--- src/rtl/seg_pkg.sv ---
package seg_pkg;
    localparam int NUM_SEGS = 4;
    localparam int SEG_IDX_W = $clog2(NUM_SEGS);

    typedef enum logic [SEG_IDX_W-1:0] {
        SEG_CODE  = 2'd0,
        SEG_DATA  = 2'd1,
        SEG_STACK = 2'd2,
        SEG_EXTRA = 2'd3
    } seg_id_e;
endpackage

--- src/rtl/seg_bank.sv ---
module seg_bank
    import seg_pkg::*;
#(
    parameter int SEG_W = 16
) (
    input  logic                 clk,
    input  logic                 rst_n,
    input  logic                 wr_en,
    input  logic [SEG_IDX_W-1:0] wr_idx,
    input  logic [SEG_W-1:0]     wr_val,
    input  logic [SEG_IDX_W-1:0] rd_idx,
    output logic [SEG_W-1:0]     rd_val
);
    logic [NUM_SEGS-1:0][SEG_W-1:0] seg_q;
    logic [NUM_SEGS-1:0][SEG_W-1:0] seg_d;

    for (genvar g = 0; g < NUM_SEGS; g++) begin : g_seg
        always_comb begin
            seg_d[g] = seg_q[g];
            if (wr_en && (wr_idx == SEG_IDX_W'(g))) begin
                seg_d[g] = wr_val;
            end
        end

        always_ff @(posedge clk) begin
            if (!rst_n) begin
                seg_q[g] <= '0;
            end else begin
                seg_q[g] <= seg_d[g];
            end
        end
    end

    assign rd_val = seg_q[rd_idx];

    // a write lands at the edge
    a_r8_write_lands: assert property (@(posedge clk) disable iff (!rst_n)
        wr_en |=> seg_q[$past(wr_idx)] == $past(wr_val));

    // no write means no change
    a_r8_no_write_stable: assert property (@(posedge clk) disable iff (!rst_n)
        !wr_en |=> $stable(seg_q));
endmodule

--- src/rtl/ip_counter.sv ---
module ip_counter #(
    parameter int OFF_W = 16
) (
    input  logic             clk,
    input  logic             rst_n,
    input  logic             step,
    input  logic             load,
    input  logic [OFF_W-1:0] target,
    output logic [OFF_W-1:0] ip
);
    typedef struct packed {
        logic [OFF_W-1:0] ptr;
    } ip_state_t;

    ip_state_t st_q;
    ip_state_t st_d;

    always_comb begin
        st_d = st_q;
        if (load) begin
            st_d.ptr = target;
        end else if (step) begin
            st_d.ptr = st_q.ptr + OFF_W'(1);
        end
    end

    always_ff @(posedge clk) begin
        if (!rst_n) begin
            st_q <= '0;
        end else begin
            st_q <= st_d;
        end
    end

    assign ip = st_q.ptr;

    // wrap from all-ones to zero
    a_r6_ip_wrap: assert property (@(posedge clk) disable iff (!rst_n)
        (step && !load && (&st_q.ptr)) |=> (st_q.ptr == '0));

    // load takes priority
    a_r7_load_wins: assert property (@(posedge clk) disable iff (!rst_n)
        load |=> (st_q.ptr == $past(target)));

    // hold without strobes
    a_r10_ip_hold: assert property (@(posedge clk) disable iff (!rst_n)
        (!step && !load) |=> $stable(st_q.ptr));
endmodule

--- src/rtl/phys_adder.sv ---
module phys_adder #(
    parameter int SEG_W = 16,
    parameter int OFF_W = 16,
    parameter int SHIFT = 4,
    localparam int ADDR_W = SEG_W + SHIFT
) (
    input  logic [SEG_W-1:0]  seg,
    input  logic [OFF_W-1:0]  off,
    output logic [ADDR_W-1:0] addr
);
    logic [ADDR_W-1:0] seg_ext;
    logic [ADDR_W-1:0] off_ext;

    always_comb begin
        seg_ext = {seg, {SHIFT{1'b0}}};
        off_ext = ADDR_W'(off);
        addr    = seg_ext + off_ext;
    end
endmodule

--- src/rtl/seg_addr_gen.sv ---
module seg_addr_gen
    import seg_pkg::*;
#(
    parameter int SEG_W = 16,
    parameter int OFF_W = 16,
    parameter int SHIFT = 4,
    localparam int ADDR_W = SEG_W + SHIFT
) (
    input  logic                 clk,
    input  logic                 rst_n,
    input  logic                 seg_wr_en,
    input  logic [SEG_IDX_W-1:0] seg_wr_sel,
    input  logic [SEG_W-1:0]     seg_wr_data,
    input  logic                 acc_req,
    input  logic [SEG_IDX_W-1:0] acc_sel,
    input  logic [OFF_W-1:0]     data_off,
    input  logic                 ip_step,
    input  logic                 ip_load,
    input  logic [OFF_W-1:0]     ip_target,
    output logic [ADDR_W-1:0]    phys_addr,
    output logic                 addr_valid
);
    typedef struct packed {
        logic [ADDR_W-1:0] addr;
        logic              valid;
    } out_state_t;

    logic [SEG_W-1:0]  seg_val;
    logic [OFF_W-1:0]  ip_cur;
    logic [OFF_W-1:0]  off_sel;
    logic [ADDR_W-1:0] addr_sum;
    out_state_t        out_q;
    out_state_t        out_d;

    seg_bank #(.SEG_W(SEG_W)) u_bank (
        .clk    (clk),
        .rst_n  (rst_n),
        .wr_en  (seg_wr_en),
        .wr_idx (seg_wr_sel),
        .wr_val (seg_wr_data),
        .rd_idx (acc_sel),
        .rd_val (seg_val)
    );

    ip_counter #(.OFF_W(OFF_W)) u_ip (
        .clk    (clk),
        .rst_n  (rst_n),
        .step   (ip_step),
        .load   (ip_load),
        .target (ip_target),
        .ip     (ip_cur)
    );

    always_comb begin
        off_sel = (acc_sel == SEG_CODE) ? ip_cur : data_off;
    end

    phys_adder #(.SEG_W(SEG_W), .OFF_W(OFF_W), .SHIFT(SHIFT)) u_add (
        .seg  (seg_val),
        .off  (off_sel),
        .addr (addr_sum)
    );

    always_comb begin
        out_d       = out_q;
        out_d.valid = acc_req;
        if (acc_req) begin
            out_d.addr = addr_sum;
        end
    end

    always_ff @(posedge clk) begin
        if (!rst_n) begin
            out_q <= '0;
        end else begin
            out_q <= out_d;
        end
    end

    assign phys_addr  = out_q.addr;
    assign addr_valid = out_q.valid;

    // request gives valid next cycle
    a_r2_valid_after_req: assert property (@(posedge clk) disable iff (!rst_n)
        acc_req |=> addr_valid);

    // idle cycle clears valid and holds the address
    a_r9_idle_hold: assert property (@(posedge clk) disable iff (!rst_n)
        !acc_req |=> (!addr_valid && $stable(phys_addr)));

    // fetch low bits come straight from the pointer
    a_r5_fetch_low_bits: assert property (@(posedge clk) disable iff (!rst_n)
        (acc_req && acc_sel == SEG_CODE) |=>
            (phys_addr[SHIFT-1:0] == $past(ip_cur[SHIFT-1:0])));
endmodule

--- config.mk ---
export PLATFORM = sky130hd
export DESIGN_NAME = seg_addr_gen
export DESIGN_NICKNAME = d
export VERILOG_FILES = /design/src/rtl/seg_pkg.sv /design/src/rtl/seg_bank.sv /design/src/rtl/ip_counter.sv /design/src/rtl/phys_adder.sv /design/src/rtl/seg_addr_gen.sv
export SDC_FILE = /design/constraint.sdc
export NUM_CORES = 1
export LEC_CHECK = 0
export BUFFER_PORTS_ARGS = -buffer_cell sky130_fd_sc_hd__buf_4
export CAP_MARGIN = 20
export CORE_MARGIN = 2
export CORE_UTILIZATION = 30
export DETAILED_ROUTE_END_ITERATION = 16
export GPL_TIMING_DRIVEN = 1
export PLACE_DENSITY_LB_ADDON = 0.05
export SYNTH_ARGS = -nofsm -noshare
export SYNTH_HDL_FRONTEND = slang
export SYNTH_SLANG_ARGS = --single-unit
export TNS_END_PERCENT = 1
--- constraint.sdc ---
create_clock -name clk -period 9.3 [get_ports clk]
set_input_delay 0.465 -clock clk [delete_from_list [all_inputs] [get_ports clk]]
set_output_delay 0.465 -clock clk [all_outputs]
set_load 0.02 [all_outputs]
==> metrics list, run 1 <==
* Clock power share: 38.7%
* Run status: completed
- Largest cells by area after synthesis: sky130_fd_sc_hd__dfxtp_1 (39%), sky130_fd_sc_hd__nand2_1 (12%), sky130_fd_sc_hd__a21boi_0 (8.7%), sky130_fd_sc_hd__mux4_2 (7.0%), sky130_fd_sc_hd__ha_1 (3.2%)
- The core region is 0.0167 mm2.
- Smallest hold slack: 0.377 ns
- In this run switching power makes up 27.6% of total power.
* Area growth syn-to-layout: 20.0%
* Count of buffers from port buffering: 78
- Final Util: 37.0%
- At the end of the flow, the number of nets in the layout was 715.
- Once detail routing completed, the nets flagged for antenna violations numbered 0.
* Crit path capture type: flip-flop
* Cell accounting for the most synthesized area: sky130_fd_sc_hd__dfxtp_1
- Clock-pin slew was measured on the worst setup and hold paths at 0.08 ns.
- Final worst path period need: 3.00 ns
- Required time worst endpoint: 9.54 ns
- The final route contains 4151 vias.
- Initial antenna violation count: 0
- Summed over all cells, the static leakage comes to 2.41 nW.
- After clock tree synthesis, the setup repair step added 0 buffers.
* Layout Cell Area excl Fill: 0.00619 mm2
* Post-place instance area: 0.00588 mm2
* Gate Count Post-Synth: 588
- Pins over their slew limit: 0
* Library cell appearing most often on the critical path: sky130_fd_sc_hd__buf_4
- Critical Path Source Type: input port
- The clock net in this run drives a total of 101 sinks.
* Number of warnings reported in the yosys synthesis log: 0
* Total of endpoints with negative setup slack in the final report: 0
- The analysis attributes to net switching a power of 0.275 mW.
- Leaving out filler cells and counting taps, the final layout contains 868.
- Combinational group share of total power: 14.7%
- Clock tree synthesis inserted a total of 9 buffers.
* Final-layout fill cell count: 1770
- Final HPWL from detailed placement: 9600 um
- Seq pwr share: 46.6%
* Initial DRT Pass Iterations: 4
- Synthesized area divided by synthesized cell count: 8.77 um2
* Most repeated cell in the gate-level netlist after synthesis: sky130_fd_sc_hd__nand2_1
- Top cells by instance count after synthesis: sky130_fd_sc_hd__nand2_1 (162), sky130_fd_sc_hd__dfxtp_1 (101), sky130_fd_sc_hd__a21boi_0 (60)
- The cell sitting at the root of the clock tree is a sky130_fd_sc_hd__clkbuf_16.
* Post-route setup TNS: 0 ns
- Number of levels in the clock H-tree: 3
* DRC marker count from the first detailed-route iteration: 191
* TritonCTS clock tree: built
- Gr ovfl total: 0
* All-layer global routing usage: 16.2%
- Slack of the worst reg-to-reg path: 6.64 ns
- Resize count post-CTS: 0
- Maximum clock rate: 0.333 GHz
* Wirelength per Cell: 16.2 um
- The top cell type by area accounts for 39.2% of the synthesized area.
* Post-synthesis net count: 660
- Total power density per cell area: 161 mW/mm2
- The most used flip-flop cell after synthesis is sky130_fd_sc_hd__dfxtp_1.
- Maximum capacitance violations: 0
- The routed design has 14000 um of wire.
- Post-Syn Area: 0.00515 mm2
- CP max stage cell: sky130_fd_sc_hd__fa_1
* Via/cell ratio: 4.78
* Floorplan die area: 0.0182 mm2
* Initial core utilization: 30.9%
* Width of the chip: 135 um
- The worst pin sits at a relative slew slack of 38.9%.
* Transition time of the tightest slew-check pin: 0.916 ns
- Critical-path cell list: buf_4 > nor2_1 > buf_4 > mux2_2 > ha_1 > inv_1 > fa_1 > nor2b_1 > o31a_1 > o32ai_4 > o31ai_2 > and4_1 > nor3_2
- Distinct cells, synth: 56
- In this run the worst setup path begins at acc_sel[0].
- Count of flip-flops with a built-in enable after synthesis: 0
- Placement row count: 47
- Flip-flop and latch count after synthesis: 101
- Largest net degree at the start of global routing: 100
- DR DRC count: 0
* Via count of the first global-routing pass: 4189
* Final cycle utilization of the critical path: 32.3%
- Across the VDD grid, the largest voltage drop is 0.0872 mV.
- Sequential area share after synthesis: 39.2%
- By startpoint and endpoint, the worst setup path is classified as in -> reg.
- Setup repair after global routing left no endpoint under its margin.
- Startpoint of the most critical hold path: seg_wr_data[9]
* ANT cells: 0
- Cells with a size suffix above 1 make up 21.1% of the layout.
- Fraction of registers with async set or reset after synthesis: 0%
* Number of hold-slack violations in the final timing report: 0
- The min-delay analysis places its worst path in the category in -> reg.
- Final clock skew: 0.00569 ns
- For the worst-skew pair, the clock arrives at the later sink with an insertion delay of 0.35 ns.
- The number of placed instances, taps included, is 852.
* Maximum fanout encountered on the critical timing path: 21
* Arrival @ worst endpoint: 3.25 ns
- Delay of the slowest cell on the worst path: 0.40 ns
* Wire length of the first global-routing pass: 22800 um
- Max clock buf depth: 2
- During I/O placement, the number of pins put on the boundary was 79.
- Launching point of the worst reg2reg path: u_bank.seg_q[48]
- Hold buffer count at CTS: 0
- From bottom edge to top edge, the die measures 135 um.
- Routability Congestion: 0.851
- Cell-internal power: 0.723 mW
-- power by group through the flow --
| stage | combinational, mW | sequential [mW] | clock (mW) |
|---|---|---|---|
| after detailed placement | 0.149 | 0.475 | 0 |
| after CTS | 0.149 | 0.465 | 0.401 |
| after floorplan | 0.0845 | 0.479 | 0 |
| final | 0.147 | 0.465 | 0.387 |
| after global placement | 0.146 | 0.475 | 0 |
| after global routing | 0.164 | 0.468 | 0.416 |
-- cell usage in the layout, fill, tap and decap left out, types with 3 or more instances in the layout --
master                      instances
sky130_fd_sc_hd__nand2b_1           3
sky130_fd_sc_hd__nand3_1           13
sky130_fd_sc_hd__o211a_1            6
sky130_fd_sc_hd__mux2i_1            4
sky130_fd_sc_hd__inv_1              7
sky130_fd_sc_hd__and3_1             8
sky130_fd_sc_hd__a21boi_0          60
sky130_fd_sc_hd__mux4_2            16
sky130_fd_sc_hd__nor2b_1            5
sky130_fd_sc_hd__dfxtp_1          101
sky130_fd_sc_hd__o21ai_0           31
sky130_fd_sc_hd__o21a_1             4
sky130_fd_sc_hd__buf_4             80
sky130_fd_sc_hd__mux2_2            11
sky130_fd_sc_hd__xnor2_1            9
sky130_fd_sc_hd__a21oi_1           15
sky130_fd_sc_hd__clkbuf_16          9
sky130_fd_sc_hd__a21boi_1           4
sky130_fd_sc_hd__and2_1            13
sky130_fd_sc_hd__ha_1              13
sky130_fd_sc_hd__xor2_1            15
sky130_fd_sc_hd__nand2_1          162
sky130_fd_sc_hd__nor2_1             7
sky130_fd_sc_hd__o21ai_1            4
-- stage by stage --
| stage | worst slack [ns] | total power, mW |
|---|---|---|
| floorplan | 6.05 | 0.564 |
| global placement | 6.00 | 0.621 |
| detailed placement | 5.91 | 0.624 |
| CTS | 6.30 | 1.01 |
| global route | 6.06 | 1.05 |
| finish | 6.30 | 0.998 |
-- cell families (layout without fill, tap and decap cells) --
family / after synthesis / after routing / synth area share, %
and+or+nand+nor: 228 / 228 / 19.4
adders and majority gates: 14 / 14 / 3.54
buffers and inverters: 44 / 104 / 3.52
xor gates and xnor gates: 24 / 24 / 4.08
muxes: 31 / 31 / 10.2
AOI/OAI and AO/OA: 146 / 146 / 20.1
DFF: 101 / 101 / 39.2
-- sequential cells by signal, indices dropped and copies added, names as in the netlist --
register,flops
addr_valid,1
phys_addr,20
u_ip.ip,16
u_bank.seg_q,64
-- layer usage --
layer  up-vias  global-route usage [%]  share of wire (%)
li1       2139                       -                  -
met1      1928                    22.2                 49
met2        73                    26.1                 46
met3        11                    3.27                3.8
met4         0                    4.51                1.1
met5         -                       0                  0
-- worst paths after layout --
path	to	cells past startpoint
setup / recovery	phys_addr[18]	13
hold / removal	u_bank.seg_q[41]	3
setup reg to reg	phys_addr[18]	10
hold reg to reg	u_bank.seg_q[42]	2
-- area by class of cell --
| class | count | area (um2) | share of cell area, % |
|---|---|---|---|
| multi-input cells | 443 | 2960 | 47.8 |
| flip-flops and latches | 101 | 2020 | 32.7 |
| repair buffers | 80 | 601 | 9.71 |
| well taps | 220 | 275 | 4.45 |
| clock buffers | 11 | 253 | 4.09 |
| clock inverters | 5 | 48.8 | 0.789 |
| inverters | 8 | 30.0 | 0.485 |
-- critical path, delay by kind of cell --
family	cells	cell delay, ns
AO/OA/AOI/OAI	3	0.70
adder cells (fa/ha/maj)	2	0.60
multiplexers	1	0.25
buffers and inverters	3	0.63
AND/OR/NAND/NOR	4	0.59
Note: power is estimated with default switching activity, not from simulation.
==> inputs of run 2 (changes only) <==
==> constraint.sdc (replaced) <==
create_clock -name clk -period 3 [get_ports clk]
set_input_delay 0.15 -clock clk [delete_from_list [all_inputs] [get_ports clk]]
set_output_delay 0.15 -clock clk [all_outputs]
set_load 0.02 [all_outputs]
==> run 2 against run 1 <==
Largest cell class unchanged. Die area stayed put. Register-to-register slack worse by 6.3 ns. Non-clock buffer count is 10 higher. Routed wire length is 3.0% higher. Hold slack worse by 0.32 ns. Power grew to 3.1 times the previous value. Clock power grew to 3.0 times the previous value. Cell area is 1.1% higher. Clock skew is 0.0012 ns higher. Global-route usage hardly changed. Critical endpoint unchanged. Sequential power grew to 3.1 times the previous value.
==> metrics list, run 2 (synthesized netlist as in run 1, its figures left out) <==
- The layout-stage area growth over the synthesis result is 21.4% (was 20.0%).
- The clock insertion delay at the later pin of the skew report came to 0.36 ns (was 0.35 ns).
- Launching point of the worst reg2reg path: u_bank.seg_q[48] (unchanged)
* Type of the most critical hold path: in -> reg (unchanged)
* Flip-flop count of the largest register, all copies and words added: 64 (unchanged)
* Smallest hold slack: 0.0576 ns (was 0.377 ns)
- The transition time of the tightest slew-check pin is 0.950 ns (was 0.916 ns).
- The clock transition at the registers of the reported paths is 0.08 ns (about the same).
- Met1 WL: 6950 um (was 6840 um)
- The worst path buffer plus inverter count came to 1 (was 3).
* Crit path capture type: flip-flop (unchanged)
* Standard cell core area: 0.0167 mm2 (unchanged)
* Vias: 4274 (was 4151)
- Share of layout cells above drive strength 1: 22.2% (was 21.1%)
- The maximum number of pins on one net before global-route repair came to 74 (was 100).
- Relative max-transition margin: 36.6% (was 38.9%)
* Startpoint of the most critical hold path: seg_wr_data[14] (was seg_wr_data[9])
* Number of levels in the clock H-tree: 3 (unchanged)
* Hold buffer count at CTS: 0 (unchanged)
- Initial DRT Pass Iterations: 4 (unchanged)
- Area of the multi-input gates: 0.00296 mm2 (unchanged)
- The routability congestion estimate is 0.887 (was 0.851).
* Die boundary height: 135 um (unchanged)
- CP max stage cell: sky130_fd_sc_hd__mux4_2 (was sky130_fd_sc_hd__fa_1)
- Maximum capacitance violations: 0 (unchanged)
- Run status: completed (unchanged)
- The origin of the worst setup path was u_bank.seg_q[48] (was acc_sel[0]).
- The final-layout setup total negative slack came to 0 ns (unchanged).
* Max clock buf depth: 2 (unchanged)
- Total power density per cell area: 490 mW/mm2 (was 161 mW/mm2)
- Count of buffers from port buffering: 78 (unchanged)
- TritonCTS clock tree: built (unchanged)
- Highest-count cells in the layout ignoring fill and taps: sky130_fd_sc_hd__nand2_1 (162), sky130_fd_sc_hd__dfxtp_1 (101), sky130_fd_sc_hd__buf_4 (89) (was sky130_fd_sc_hd__nand2_1 (162), sky130_fd_sc_hd__dfxtp_1 (101), sky130_fd_sc_hd__buf_4 (80)).
- The total number of nets in the final design is 725 (was 715).
- The number of buffers inserted by post-CTS setup repair was 0 (unchanged).
* IR drop worst, VDD: 0.259 mV (was 0.0872 mV)
- DR DRC count: 0 (unchanged)
- The register containing the most flip-flops in the final layout was u_bank.seg_q (unchanged).
- The routed wire length on met3 is 631 um (was 529 um).
* Maximum fanout encountered on the critical timing path: 4 (was 21)
* Delay of the slowest cell on the worst path: 0.51 ns (was 0.40 ns)
- The data arrival time of the critical path was 2.95 ns (was 3.25 ns).
- Width of the chip: 135 um (unchanged)
- Clock buffers created by TritonCTS: 9 (unchanged)
* Placement row count: 47 (unchanged)
- Sequential cell area in the final layout: 0.00202 mm2 (unchanged)
- Reported leakage power: 2.44 nW (was 2.41 nW)
- The sort of element at the start of the critical path was a flip-flop (was input port).
- The effective utilization at floorplan was 30.9% (unchanged).
* All-layer global routing usage: 16.3% (was 16.2%)
- WL final: 14500 um (was 14000 um)
* Initial antenna violation count: 0 (unchanged)
* Via count of the first global-routing pass: 4130 (was 4189)
- Floorplan die area: 0.0182 mm2 (unchanged)
- Final clock skew: 0.00690 ns (was 0.00569 ns)
- Total met2 wirelength after detailed routing: 6720 um (was 6510 um)
- The first-pass GRT wire length was 22500 um (was 22800 um).
- The worst path needs 2.66 ns of the cycle, external delays included.
- Final cycle utilization of the critical path: 88.7%
- Resize count post-CTS: 0 (unchanged)
- Derived from the worst setup path, the maximum achievable clock frequency is 0.376 GHz.
* ANT cells: 0 (unchanged)
- The critical setup path kind is reg -> reg (was in -> reg).
- The violation count after the first detailed-routing iteration came to 174 (was 191).
- The top cell family by delay on the critical path is compound AO/OA/AOI/OAI gates (unchanged).
- Final-layout fill cell count: 1736 (was 1770)
* Pins over their slew limit: 0 (unchanged)
* Via/cell ratio: 4.87 (was 4.78)
- Gr ovfl total: 0 (unchanged)
- The post-route core utilization was 37.5% (was 37.0%).
- The buffer cell driving the clock tree root is sky130_fd_sc_hd__clkbuf_16 (unchanged).
* Most common cell after layout, fill and taps aside: sky130_fd_sc_hd__nand2_1 (unchanged)
* Highest routed metal layer: met4 (unchanged)
* Total of endpoints with negative setup slack in the final report: 0 (unchanged)
- Total chip power: 3.07 mW (was 0.998 mW)
- The total number of clock tree sinks was 101 (unchanged).
* Required time worst endpoint: 3.29 ns (was 9.54 ns)
- I/O pin count: 79 (unchanged)
- Setup repair after global routing missed its margin: no (unchanged).
- Critical-path cell list: mux4_2 > ha_1 > inv_1 > fa_1 > nor2b_1 > o31a_1 > o32ai_4 > o31ai_2 > and4_1 > nor3_2 (was buf_4 > nor2_1 > buf_4 > mux2_2 > ha_1 > inv_1 > fa_1 > nor2b_1 > o31a_1 > o32ai_4 > o31ai_2 > and4_1 > nor3_2)
* Antenna viol nets, final: 0 (unchanged)
* Wirelength per Cell: 16.5 um (was 16.2 um)
- The post-detailed-placement half-perimeter wirelength came to 10000 um (was 9600 um).
- The number of failing hold endpoints at the final stage is 0 (unchanged).
==> run 2: cell count changes in the layout (fill, tap and decap cells not counted), sizes merged <==
cell	previous run	this run
buf	80	90
clkinvlp	0	2
clkbuf	11	10
inv	11	10
==> run 2: final cells by class <==
| cell class | count | area share [%] |
|---|---|---|
| clock buffers | 10 | 3.66 |
| inverters | 8 | 0.480 |
| repair buffers | 90 | 11.0 |
| multi-input cells | 443 | 47.3 |
| well taps | 220 | 4.40 |
| clock inverters | 6 | 0.880 |
| flip-flops and latches | 101 | 32.3 |
==> run 2: routing by layer <==
| metal | GRT usage [%] | vias up |
|---|---|---|
| met5 | 0 | - |
| met4 | 4.69 | 0 |
| met3 | 3.42 | 10 |
| met2 | 26.2 | 90 |
| met1 | 22.1 | 2013 |
| li1 | - | 2161 |
==> run 2: worst min-delay path: stages <==
cell and delay, ns:
sky130_fd_sc_hd__buf_4 0.13, sky130_fd_sc_hd__nand2_1 0.05, sky130_fd_sc_hd__a21boi_1 0.05
==> run 2: path summary, 6_finish.rpt <==
path	endpoint	slack (ns)	cells past startpoint
worst max-delay path	phys_addr[18]	0.34	10
worst min-delay path	u_bank.seg_q[46]	0.06	3
worst max register to register	phys_addr[18]	0.34	10
worst min register to register	u_bank.seg_q[7]	0.46	2
==> run 2: metrics by stage <==
| step | setup WS [ns] | cell area [um2] | std cells |
|---|---|---|---|
| 2_1_floorplan | 0.0668 | 5150 | 588 |
| 3_3_place_gp | 0.137 | 5970 | 862 |
| 3_5_place_dp | 0.0388 | 5970 | 862 |
| 4_1_cts | 0.325 | 6260 | 878 |
| 5_1_grt | 0.195 | 6260 | 878 |
| 6_report | 0.340 | 6260 | 878 |
==> run 2: where the power goes <==
group	switching, mW	internal [mW]	leakage [nW]
clock	0.575	0.580	0.133
sequential	0.0393	1.40	0.826
combinational	0.250	0.222	1.49
total	0.864	2.20	2.44
